`config.mk`:
```
export PLATFORM = sky130hd
export DESIGN_NAME = dual_event_ticker
export DESIGN_NICKNAME = d
export VERILOG_FILES = /design/src/rtl/evtk_pkg.sv /design/src/rtl/evtk_ctrl.sv /design/src/rtl/evtk_slice.sv /design/src/rtl/evtk_datapath.sv /design/src/rtl/dual_event_ticker.sv
export SDC_FILE = /design/constraint.sdc
export NUM_CORES = 1
export LEC_CHECK = 0
export ABC_AREA = 0
export BUFFER_PORTS_ARGS = -buffer_cell sky130_fd_sc_hd__buf_2
export CORE_ASPECT_RATIO = 0.7
export CORE_UTILIZATION = 47
export DETAILED_ROUTE_END_ITERATION = 7
export PLACE_DENSITY_LB_ADDON = 0.1
export SETUP_SLACK_MARGIN = 0.5
export SYNTH_ARGS = -nofsm -noshare
export SYNTH_HDL_FRONTEND = slang
export SYNTH_SLANG_ARGS = --single-unit
```
`constraint.sdc`:
```
create_clock -name clk -period 3.8 [get_ports clk]
set_clock_uncertainty 0.05 [all_clocks]
set_input_delay 0 -clock clk [delete_from_list [all_inputs] [get_ports clk]]
set_output_delay 0 -clock clk [all_outputs]
set_load 0.02 [all_outputs]
```
`src/rtl/evtk_pkg.sv`:
```
package evtk_pkg;
  localparam int CFG_W    = 11;
  localparam int SEL0_W   = 4;
  localparam int SEL1_W   = 3;
  localparam int EVT0_N   = 9;
  localparam int EVT1_N   = 8;
  localparam int SEL0_ISSUE    = 0;
  localparam int SEL0_NONISSUE = 7;
  localparam int SEL1_DUAL     = 2;

  // Configuration word, MSB first: mute[10:9] sel1[8:6] sel0[5:2] fast[1:0]
  typedef struct packed {
    logic [1:0]        mute;
    logic [SEL1_W-1:0] sel1;
    logic [SEL0_W-1:0] sel0;
    logic [1:0]        fast;
  } cfg_t;

  // Strobes from control to datapath
  typedef struct packed {
    logic              armed;
    logic [1:0]        fast;
    logic [1:0]        mute;
    logic [SEL0_W-1:0] sel0;
    logic [SEL1_W-1:0] sel1;
  } ctrlBus_t;
endpackage

```
`src/rtl/evtk_ctrl.sv`:
```
module evtk_ctrl
  import evtk_pkg::*;
(
  input  logic     clk,
  input  logic     rstN,
  input  logic     globalEn,
  input  logic     cfgWrite,
  input  cfg_t     cfgData,
  output cfg_t     cfgQ,
  output logic     cfgReject,
  output ctrlBus_t bus
);
  logic illegal;

  assign illegal = (cfgData.mute == 2'b11) ||
                   (int'(cfgData.sel0) >= EVT0_N);

  always_ff @(posedge clk) begin
    if (!rstN) begin
      cfgQ      <= '0;
      cfgReject <= 1'b0;
    end else begin
      cfgReject <= cfgWrite && illegal;
      if (cfgWrite && !illegal) cfgQ <= cfgData;
    end
  end

  always_comb begin
    bus.armed = globalEn;
    bus.fast  = cfgQ.fast;
    bus.mute  = cfgQ.mute;
    bus.sel0  = cfgQ.sel0;
    bus.sel1  = cfgQ.sel1;
  end

  AST_REJECT_KEEPS_CFG: assert property (@(posedge clk) disable iff (!rstN)
    cfgReject |-> $stable(cfgQ));

  AST_NEVER_BOTH_MUTED: assert property (@(posedge clk) disable iff (!rstN)
    cfgQ.mute != 2'b11);
endmodule

```
`src/rtl/evtk_slice.sv`:
```
module evtk_slice #(
  parameter int FAST_LOG = 12,
  parameter int SLOW_LOG = 16,
  parameter int CNT_W    = 17
) (
  input  logic             clk,
  input  logic             rstN,
  input  logic             armed,
  input  logic             fast,
  input  logic             mute,
  input  logic [1:0]       step,
  output logic             tick,
  output logic             drop,
  output logic [CNT_W-1:0] count
);
  localparam int ACC_W = CNT_W + 1;
  localparam logic [CNT_W-1:0] ONE      = {{(CNT_W-1){1'b0}}, 1'b1};
  localparam logic [CNT_W-1:0] THR_FAST = ONE << FAST_LOG;
  localparam logic [CNT_W-1:0] THR_SLOW = ONE << SLOW_LOG;

  logic [ACC_W-1:0] acc;
  logic [ACC_W-1:0] accSum;
  logic [ACC_W:0]   wide;
  logic [CNT_W-1:0] thr;
  logic             hit;

  assign thr    = fast ? THR_FAST : THR_SLOW;
  assign wide   = {1'b0, acc} + {{(ACC_W-1){1'b0}}, step};
  assign accSum = wide[ACC_W] ? '1 : wide[ACC_W-1:0];
  assign hit    = armed && (accSum[ACC_W-1:1] >= thr);
  assign count  = acc[ACC_W-1:1];

  always_ff @(posedge clk) begin
    if (!rstN) begin
      acc  <= '0;
      tick <= 1'b0;
      drop <= 1'b0;
    end else begin
      tick <= hit;
      drop <= hit && mute;
      acc  <= hit ? {{(ACC_W-1){1'b0}}, accSum[0]} : accSum;
    end
  end

  AST_TICK_PULSE: assert property (@(posedge clk) disable iff (!rstN)
    tick |=> !tick);

  AST_DROP_WITH_TICK: assert property (@(posedge clk) disable iff (!rstN)
    drop |-> tick);

  AST_CLEAR_ON_TICK: assert property (@(posedge clk) disable iff (!rstN)
    tick |-> (count == '0));

  AST_TICK_NEEDS_EN: assert property (@(posedge clk) disable iff (!rstN)
    tick |-> $past(armed));
endmodule

```
`src/rtl/evtk_datapath.sv`:
```
module evtk_datapath
  import evtk_pkg::*;
#(
  parameter int C0_FAST_LOG = 12,
  parameter int C0_SLOW_LOG = 16,
  parameter int C1_FAST_LOG = 8,
  parameter int C1_SLOW_LOG = 12,
  parameter int CNT_W       = 17
) (
  input  logic              clk,
  input  logic              rstN,
  input  ctrlBus_t          bus,
  input  logic [1:0]        issueCnt,
  input  logic [EVT0_N-1:0] lvl0,
  input  logic [EVT1_N-1:0] lvl1,
  output logic [1:0]        tick,
  output logic [1:0]        drop,
  output logic [CNT_W-1:0]  count0,
  output logic [CNT_W-1:0]  count1
);
  localparam int SEL0_N = 1 << SEL0_W;

  logic [SEL0_N-1:0] lvl0Ext;
  logic [1:0]        step [2];
  logic [CNT_W-1:0]  cnt  [2];

  assign lvl0Ext = {{(SEL0_N-EVT0_N){1'b0}}, lvl0};

  always_comb begin
    if (int'(bus.sel0) == SEL0_ISSUE)
      step[0] = (issueCnt >= 2'd2) ? 2'd2 : ((issueCnt == 2'd1) ? 2'd1 : 2'd0);
    else if (int'(bus.sel0) == SEL0_NONISSUE)
      step[0] = (issueCnt == 2'd0) ? 2'd2 : ((issueCnt == 2'd1) ? 2'd1 : 2'd0);
    else
      step[0] = {lvl0Ext[bus.sel0], 1'b0};

    if (int'(bus.sel1) == SEL1_DUAL)
      step[1] = (issueCnt >= 2'd2) ? 2'd2 : 2'd0;
    else
      step[1] = {lvl1[bus.sel1], 1'b0};
  end

  for (genvar i = 0; i < 2; i++) begin : g_slice
    evtk_slice #(
      .FAST_LOG((i == 0) ? C0_FAST_LOG : C1_FAST_LOG),
      .SLOW_LOG((i == 0) ? C0_SLOW_LOG : C1_SLOW_LOG),
      .CNT_W   (CNT_W)
    ) u_slice (
      .clk  (clk),
      .rstN (rstN),
      .armed(bus.armed),
      .fast (bus.fast[i]),
      .mute (bus.mute[i]),
      .step (step[i]),
      .tick (tick[i]),
      .drop (drop[i]),
      .count(cnt[i])
    );
  end

  assign count0 = cnt[0];
  assign count1 = cnt[1];
endmodule

```
`src/rtl/dual_event_ticker.sv`:
```
module dual_event_ticker
  import evtk_pkg::*;
#(
  parameter int C0_FAST_LOG = 12,
  parameter int C0_SLOW_LOG = 16,
  parameter int C1_FAST_LOG = 8,
  parameter int C1_SLOW_LOG = 12,
  localparam int MAX0  = (C0_FAST_LOG > C0_SLOW_LOG) ? C0_FAST_LOG : C0_SLOW_LOG,
  localparam int MAX1  = (C1_FAST_LOG > C1_SLOW_LOG) ? C1_FAST_LOG : C1_SLOW_LOG,
  localparam int CNT_W = ((MAX0 > MAX1) ? MAX0 : MAX1) + 1
) (
  input  logic             clk,
  input  logic             rstN,
  input  logic             globalEn,
  input  logic             cfgWrite,
  input  logic [10:0]      cfgData,
  input  logic [1:0]       issueCnt,
  input  logic             pipeDry,
  input  logic             loadRet,
  input  logic             pipeFrozen,
  input  logic             branchRet,
  input  logic             privMode,
  input  logic             extIn0,
  input  logic             dcMiss,
  input  logic             icMiss,
  input  logic             brMiss,
  input  logic             fpOp,
  input  logic             intOp,
  input  logic             storeRet,
  input  logic             extIn1,
  output logic [10:0]      cfgQ,
  output logic             cfgReject,
  output logic             tick0,
  output logic             tick1,
  output logic             drop0,
  output logic             drop1,
  output logic [CNT_W-1:0] count0,
  output logic [CNT_W-1:0] count1
);
  ctrlBus_t          bus;
  cfg_t              cfgReg;
  logic [EVT0_N-1:0] lvl0;
  logic [EVT1_N-1:0] lvl1;
  logic [1:0]        tickV;
  logic [1:0]        dropV;

  // Index = select code; issue-type codes are handled in the datapath
  assign lvl0 = {extIn0, 1'b0, privMode, 1'b1, branchRet, pipeFrozen, loadRet, pipeDry, 1'b0};
  assign lvl1 = {extIn1, storeRet, intOp, fpOp, brMiss, 1'b0, icMiss, dcMiss};

  evtk_ctrl u_ctrl (
    .clk      (clk),
    .rstN     (rstN),
    .globalEn (globalEn),
    .cfgWrite (cfgWrite),
    .cfgData  (cfg_t'(cfgData)),
    .cfgQ     (cfgReg),
    .cfgReject(cfgReject),
    .bus      (bus)
  );

  evtk_datapath #(
    .C0_FAST_LOG(C0_FAST_LOG),
    .C0_SLOW_LOG(C0_SLOW_LOG),
    .C1_FAST_LOG(C1_FAST_LOG),
    .C1_SLOW_LOG(C1_SLOW_LOG),
    .CNT_W      (CNT_W)
  ) u_dp (
    .clk     (clk),
    .rstN    (rstN),
    .bus     (bus),
    .issueCnt(issueCnt),
    .lvl0    (lvl0),
    .lvl1    (lvl1),
    .tick    (tickV),
    .drop    (dropV),
    .count0  (count0),
    .count1  (count1)
  );

  assign cfgQ  = cfgReg;
  assign tick0 = tickV[0];
  assign tick1 = tickV[1];
  assign drop0 = dropV[0];
  assign drop1 = dropV[1];
endmodule

```
After elaboration in Yosys (flattened, before gate mapping) --
Cells that the tools add are included.
Word-level totals: bits in writable memories 0, memory bits (read-only) 0, word-level logic and storage cells 53, flip-flop bits (word level) 52, input bits 30, memories kept 0, output and inout bits 50, bits in latches 0
Operators by class: shift operators 0, reductions and logical operators 12, multiply operators 0, $add $sub $neg 2, div/mod/pow operators 0, bitwise operators 1, mux-type cells 15, eq/ne operators 4, magnitude comparators 6
Operator list (count):
- $add A18 B2 Y19 | 2
- $mux W18 | 2
- $ge A17 B17 Y1 | 2
- $mux W17 | 1
- $mux W13 | 1
- $mux W2 | 6
- $logic_and A1 B1 Y1 | 6
- $lt A4 B5 Y1 const B | 1
- $bmux W1 S4 | 1
- $eq A4 B4 Y1 const B | 1
- $ge A4 B4 Y1 const B | 1
- $logic_not A4 Y1 | 1
- $lt A3 B4 Y1 const B | 1
- $reduce_or A2 Y1 | 2
- $bmux W1 S3 | 1
- $eq A3 B3 Y1 const B | 1
- $mux W1 | 3
- $eq A2 B1 Y1 const B | 1
- $eq A2 B2 Y1 const B | 1
- $ge A2 B2 Y1 const B | 1
- $logic_not A2 Y1 | 1
- $logic_not A1 Y1 | 1
- $logic_or A1 B1 Y1 | 1
- $not A1 Y1 | 1

Depth between registers and ports, before layout --
word-level depth 10, mapped depth 19, depth with buffers taken out 17

Modules after synthesis --
Synthesis repeated with hierarchy kept, for this count alone.
Unflattened totals: cell total of the unflattened synthesis 411, area, all modules 3614.7 um2
Modules (own cells, without submodules):
- evtk_slice at u_dp.g_slice[1].u_slice | times used 1, sequential area each 400.4 um2, cells each 169, area each 1452.6 um2
- evtk_slice at u_dp.g_slice[0].u_slice | times used 1, sequential area each 400.4 um2, cells each 158, area each 1361.3 um2
- evtk_ctrl | times used 1, sequential area each 240.2 um2, cells each 63, area each 606.8 um2
- evtk_datapath | times used 1, sequential area each 0.0 um2, cells each 19, area each 186.4 um2
- dual_event_ticker | times used 1, sequential area each 0.0 um2, cells each 2, area each 7.5 um2

Worst setup path after synthesis --
No wires, ideal clock.
kind register -> register, start reg u_ctrl.bus[5] (netlist name), end reg u_dp.g_slice[0].u_slice.tick, path buffers 2, library setup time 0.072 ns, clock period less this slack 3.993 ns, data required time 3.678 ns, cell stages (with the launch flop) 19, path slack -0.193 ns, arrival time 3.871 ns, path through dfxtp_1 -> clkbuf_1 -> a21oi_1 -> nor2_1 -> o32a_1 -> a21boi_0 -> nor3_1 -> a21oi_1 -> fa_1 -> and4b_1 -> buf_2 -> nand3_2 -> nor3_1 -> nor2_1 -> ha_1 -> and4_1 -> nand3_1 -> or4_1 -> a21oi_1
On the way: word-level cells in the longest chain between the ends 8, elaborated cells on any way between the ends 10, classes of those cells 1 x add/sub; 1 x order compare; 1 x eq/ne; 5 x mux; 2 x reduce/logical
Ends and longest elaborated chain:
- $bmux W1 S4 | RTL line evtk_datapath.sv:35 | step[0] = {lvl0Ext[bus.sel0], 1'b0};
- $mux W1 (not written as such) | RTL line evtk_datapath.sv:35
- $mux W2 | RTL line evtk_datapath.sv:32 | else if (int'(bus.sel0) == SEL0_NONISSUE)
- $mux W2 * | RTL line evtk_datapath.sv:30 | if (int'(bus.sel0) == SEL0_ISSUE)
- $add A18 B2 Y19 * | RTL line evtk_slice.sv:28 | assign wide = {1'b0, acc} + {{(ACC_W-1){1'b0}}, step};
- $mux W18 * | RTL line evtk_slice.sv:29 | assign accSum = wide[ACC_W] ? '1 : wide[ACC_W-1:0];
- $ge A17 B17 Y1 * | RTL line evtk_slice.sv:30 | assign hit = armed && (accSum[ACC_W-1:1] >= thr);
- $logic_and A1 B1 Y1 * | RTL line evtk_slice.sv:30
- end signal, assigned | RTL line evtk_slice.sv:39 | tick <= hit;
- end, declared | RTL line evtk_slice.sv:12 | output logic tick,
Every way passes the cells marked *; elsewhere a longest branch is shown, timed or not. The select of a mux whose other input is x is not followed. A chain may end at the register's enable or synchronous reset.

Worst setup path in the final report --
start reg u_ctrl.bus[5] (netlist name), end reg u_dp.g_slice[0].u_slice.drop
On the way: word-level cells in the longest chain between the ends 9, elaborated cells on any way between the ends 11, classes of those cells 1 x add/sub; 1 x order compare; 1 x eq/ne; 5 x mux; 3 x reduce/logical
Ends and longest elaborated chain:
- $bmux W1 S4 | RTL line evtk_datapath.sv:35
- $mux W1 (not written as such) | RTL line evtk_datapath.sv:35
- $mux W2 | RTL line evtk_datapath.sv:32
- $mux W2 * | RTL line evtk_datapath.sv:30
- $add A18 B2 Y19 * | RTL line evtk_slice.sv:28
- $mux W18 * | RTL line evtk_slice.sv:29
- via u_dp.g_slice[0].u_slice.accSum[17] | RTL line evtk_slice.sv:22 | logic [ACC_W-1:0] accSum;
- $ge A17 B17 Y1 * | RTL line evtk_slice.sv:30
- $logic_and A1 B1 Y1 * | RTL line evtk_slice.sv:30
- $logic_and A1 B1 Y1 * | RTL line evtk_slice.sv:40 | drop <= hit && mute;
- end signal, assigned | RTL line evtk_slice.sv:40
- end, declared | RTL line evtk_slice.sv:13 | output logic drop,
The timed path passes the listed nets; every way through them passes the cells marked *. The select of a mux whose other input is x is not followed.

==> metrics <==
outcome finished, final reports clean; met2 usage 0.376; First DRT Iteration DRCs roughly 180; gate count of the mapped netlist 403; post-synthesis sequential area ratio 0.308; largest family of logic cells by synthesized area simple AND/OR/NAND/NOR gates; H-tree depth 2; CTS max path bufs 2; Congestion Overflow GR 0; worst hold path depth 3; clock latency on the worst-skew pair 0.30 ns; nature of the critical path endpoint flop; Worst Setup Start Kind flop; synth unique cells 66; leakage power 1.94 nW; final hold slack between 0.06 and 0.07 ns; number of global-route vias before repair between 2000 and 3000; worst vdd ir 0.000212 V; Synth warnings 0; reg-to-reg slack, setup 0.25 ns; #FFs+latches synth 51; final setup TNS 0 ns; share of layout cells above drive strength 1 0.345; Fin. Hold Viols 0; critical path arrival 3.74 ns; Worst Path Required 3.99 ns; I/O Buffers 79; Hold Path Class primary input to flop; CTS Buf Count 5; Critical Path Fanout Max 6; # diodes 0; FMAX 281 MHz; post-place setup slack 0.0852 ns; Post-Synth Simple-Gate Area 0.285; pin slew with the least headroom to its limit about 1 ns; GR peak layer met1; DP HPWL 6410 um; multiplexer area fraction after synthesis 0.0724; slew margin rel. 0.336; CP Cell Sequence o32a_1 -> a21boi_2 -> nor3_2 -> a21o_1 -> ha_4 -> a21o_1 -> nand2b_1 -> nor2_2 -> and4_1 -> mux2_4 -> ha_4 -> and4_1 -> nand3_1 -> or4_4 -> a21oi_1; Die W 102 um; Residual DRC 0; Initial Util 0.489; Worst Path Buf+Inv 0; Post-synth EDFFs 0; Hold EP u_dp.g_slice[0].u_slice.drop$_SDFF_PN0_; clk sinks 51; CP Class flop to flop; GRT met1 Usage 0.388; final setup vio count 0; asr flop ratio synth 0; CORE AREA approximately 6800 sq um; Worst path top cell family by delay simple AND/OR/NAND/NOR gates; CTS root buffer clkbuf_8; MaxCap Viol Count 0; synthesis-to-layout area growth 30.8%; post-synthesis compound-gate area fraction 0.177; Layout Nets 537; Pre-Repair DR Iteration Count 4; crit path time final 3.55 ns; DRT Wirelength 9430 um; io pins 80; GP Congestion 0.878; hold_sp rstN; grt met3 use 0.0539; fin crit share 0.935; syn avg cell area about 8 sq um; post-route ant nets 0; RR Endpoint u_dp.g_slice[0].u_slice.drop$_SDFF_PN0_; GR Util All Layers 0.256; area of the mapped netlist around 3300 sq um; FP Rows 25; Worst R2R Start u_ctrl.bus[5]$_SDFFE_PN0P_; Synth Area in Adders 0.0362; via count 3346; die height 72.3 um; reg2reg path depth 15; pwr dens 293 nW/um^2; CTS tree built; CP max stage delay 0.44 ns; Slowest cell on crit path or4_4; initial antenna violation count 0; RSZ-0062 raised after global routing yes; die footprint approximately 7400 sq um; first-pass GRT wire length 14700 um; main flop type after synthesis dfxtp_1; DR WL/cell 15.9 um; syn_nets 442; largest net degree at the start of global routing 20; Clock Pin Slew Worst Setup and Hold Paths 0.09 ns; XOR/XNOR share of the synthesized area 0.0396; routed vias/inst 5.64; Slew Viols, Final 0; worst setup margin ~0.25 ns
## cell usage in the layout (no fill, tap or decap), types with 8 or more instances in the layout
cell type      instances
a21oi_1               29
a32oi_1               10
buf_2                 79
buf_4                 31
dfxtp_1               47
dlygate4sd3_1         14
inv_1                  8
mux2i_1               15
nand2_1               27
nand3_1               19
nand4_1               14
nor2_1                39
o21ai_1                8
xnor2_1                8
## metal layers
layer | share of wire | routed length [um] | vias up
met5 | 0 | 0 | -
met4 | 0.0048 | 45 | 0
met3 | 0.066 | 625 | 4
met2 | 0.42 | 3950 | 126
met1 | 0.51 | 4800 | 1561
li1 | - | - | 1655
## worst max-delay path by stage
| stage | from | endpoint | slack [ns] | cells past startpoint |
|---|---|---|---|---|
| after CTS | u_ctrl.bus[5]$_SDFFE_PN0P_ | u_dp.g_slice[0].u_slice.drop$_SDFF_PN0_ | 0.26 | 15 |
| final | u_ctrl.bus[5]$_SDFFE_PN0P_ | u_dp.g_slice[0].u_slice.drop$_SDFF_PN0_ | 0.25 | 15 |
| after global placement | u_ctrl.bus[4]$_SDFFE_PN0P_ | u_dp.g_slice[0].u_slice.drop$_SDFF_PN0_ | 0.13 | 15 |
| after global routing | u_ctrl.bus[5]$_SDFFE_PN0P_ | u_dp.g_slice[0].u_slice.drop$_SDFF_PN0_ | 0.07 | 17 |
| after floorplan | u_ctrl.bus[5]$_SDFFE_PN0P_ | u_dp.g_slice[0].u_slice.drop$_SDFF_PN0_ | 0.27 | 16 |
| after detailed placement | u_ctrl.bus[4]$_SDFFE_PN0P_ | u_dp.g_slice[0].u_slice.drop$_SDFF_PN0_ | 0.09 | 15 |
## power breakdown
part | internal [mW] | switching, mW | total, mW
sequential | 0.560 | 0.0412 | 0.601
clock | 0.167 | 0.184 | 0.350
combinational | 0.150 | 0.172 | 0.322
## per-stage QoR
stage	power [mW]	util	std cells	instance area, sq um
2_1_floorplan	0.806	-	403	3390
4_1_cts	1.26	0.620	588	4210
3_3_place_gp	0.876	0.547	545	3710
6_report	1.27	0.640	593	4340
3_5_place_dp	0.880	0.547	545	3710
5_1_grt	1.34	0.640	593	4340
## state kept, by name, indices dropped and copies added (netlist names)
signal	flops
u_dp.g_slice.u_slice.acc	35
u_ctrl.bus	11
u_dp.g_slice.u_slice.drop	2
u_dp.g_slice.u_slice.tick	2
u_ctrl.cfgReject	1
## worst min-delay path, delay by kind of cell
family	cells	cell delay, ns
compound gates	1	0.04
simple gates	1	0.12
buf+inv	1	0.21
## cell families after synthesis
logic type / Yosys count
and+or+nand+nor: 167
AOI/OAI and AO/OA: 91
DFF: 51
buffers and inverters: 49
muxes: 21
xor gates and xnor gates: 15
adders and majority gates: 9
## synthesized netlist by cell type, drive strengths merged (2+ instances only)
cell	number	area [sq um]
mux2	4	45.0
o21bai	2	15.0
a21oi	36	180
or3	3	18.8
and4	6	55.1
o31ai	3	27.5
o41ai	3	26.3
buf	30	203
nor2b	6	37.5
or2	2	12.5
xnor2	8	70.1
clkbuf	10	37.5
nand2b	7	43.8
a211oi	2	15.0
nor4	6	58.8
a21o	2	15.0
mux4	2	45.0
ha	8	100
nor4b	2	23.8
o21ai	17	88.8
nor3	8	51.3
dfxtp	51	1020
o2bb2ai	2	17.5
nand2	29	111
a31oi	4	25.0
xor2	7	61.3
a32oi	10	87.6
inv	8	30.0
nor3b	4	30.0
mux2i	15	150
nand4	16	121
or4	3	22.5
nand3	20	105
and3	6	37.5
o32ai	2	17.5
and2	4	25.0
nor2	42	163
## cell type report
class | count | area, sq um
tap | 94 | 118
clock buffer | 8 | 100
multi-input combinational | 303 | 2220
timing repair buffer | 128 | 831
fill | 596 | 2450
sequential | 51 | 1040
inverter | 9 | 33.8
## what timing repair did
action | 4_1_cts | 5_1_grt
gates cloned | 0 | 1
setup buffers | 21 | 4
pin swaps | 5 | 4
endpoints found under the hold margin | 14 | 0
setup endpoints to repair | 33 | 33
gates resized for setup | 27 | 11
hold buffers | 14 | 0
Power figures use the tool's default switching activity.
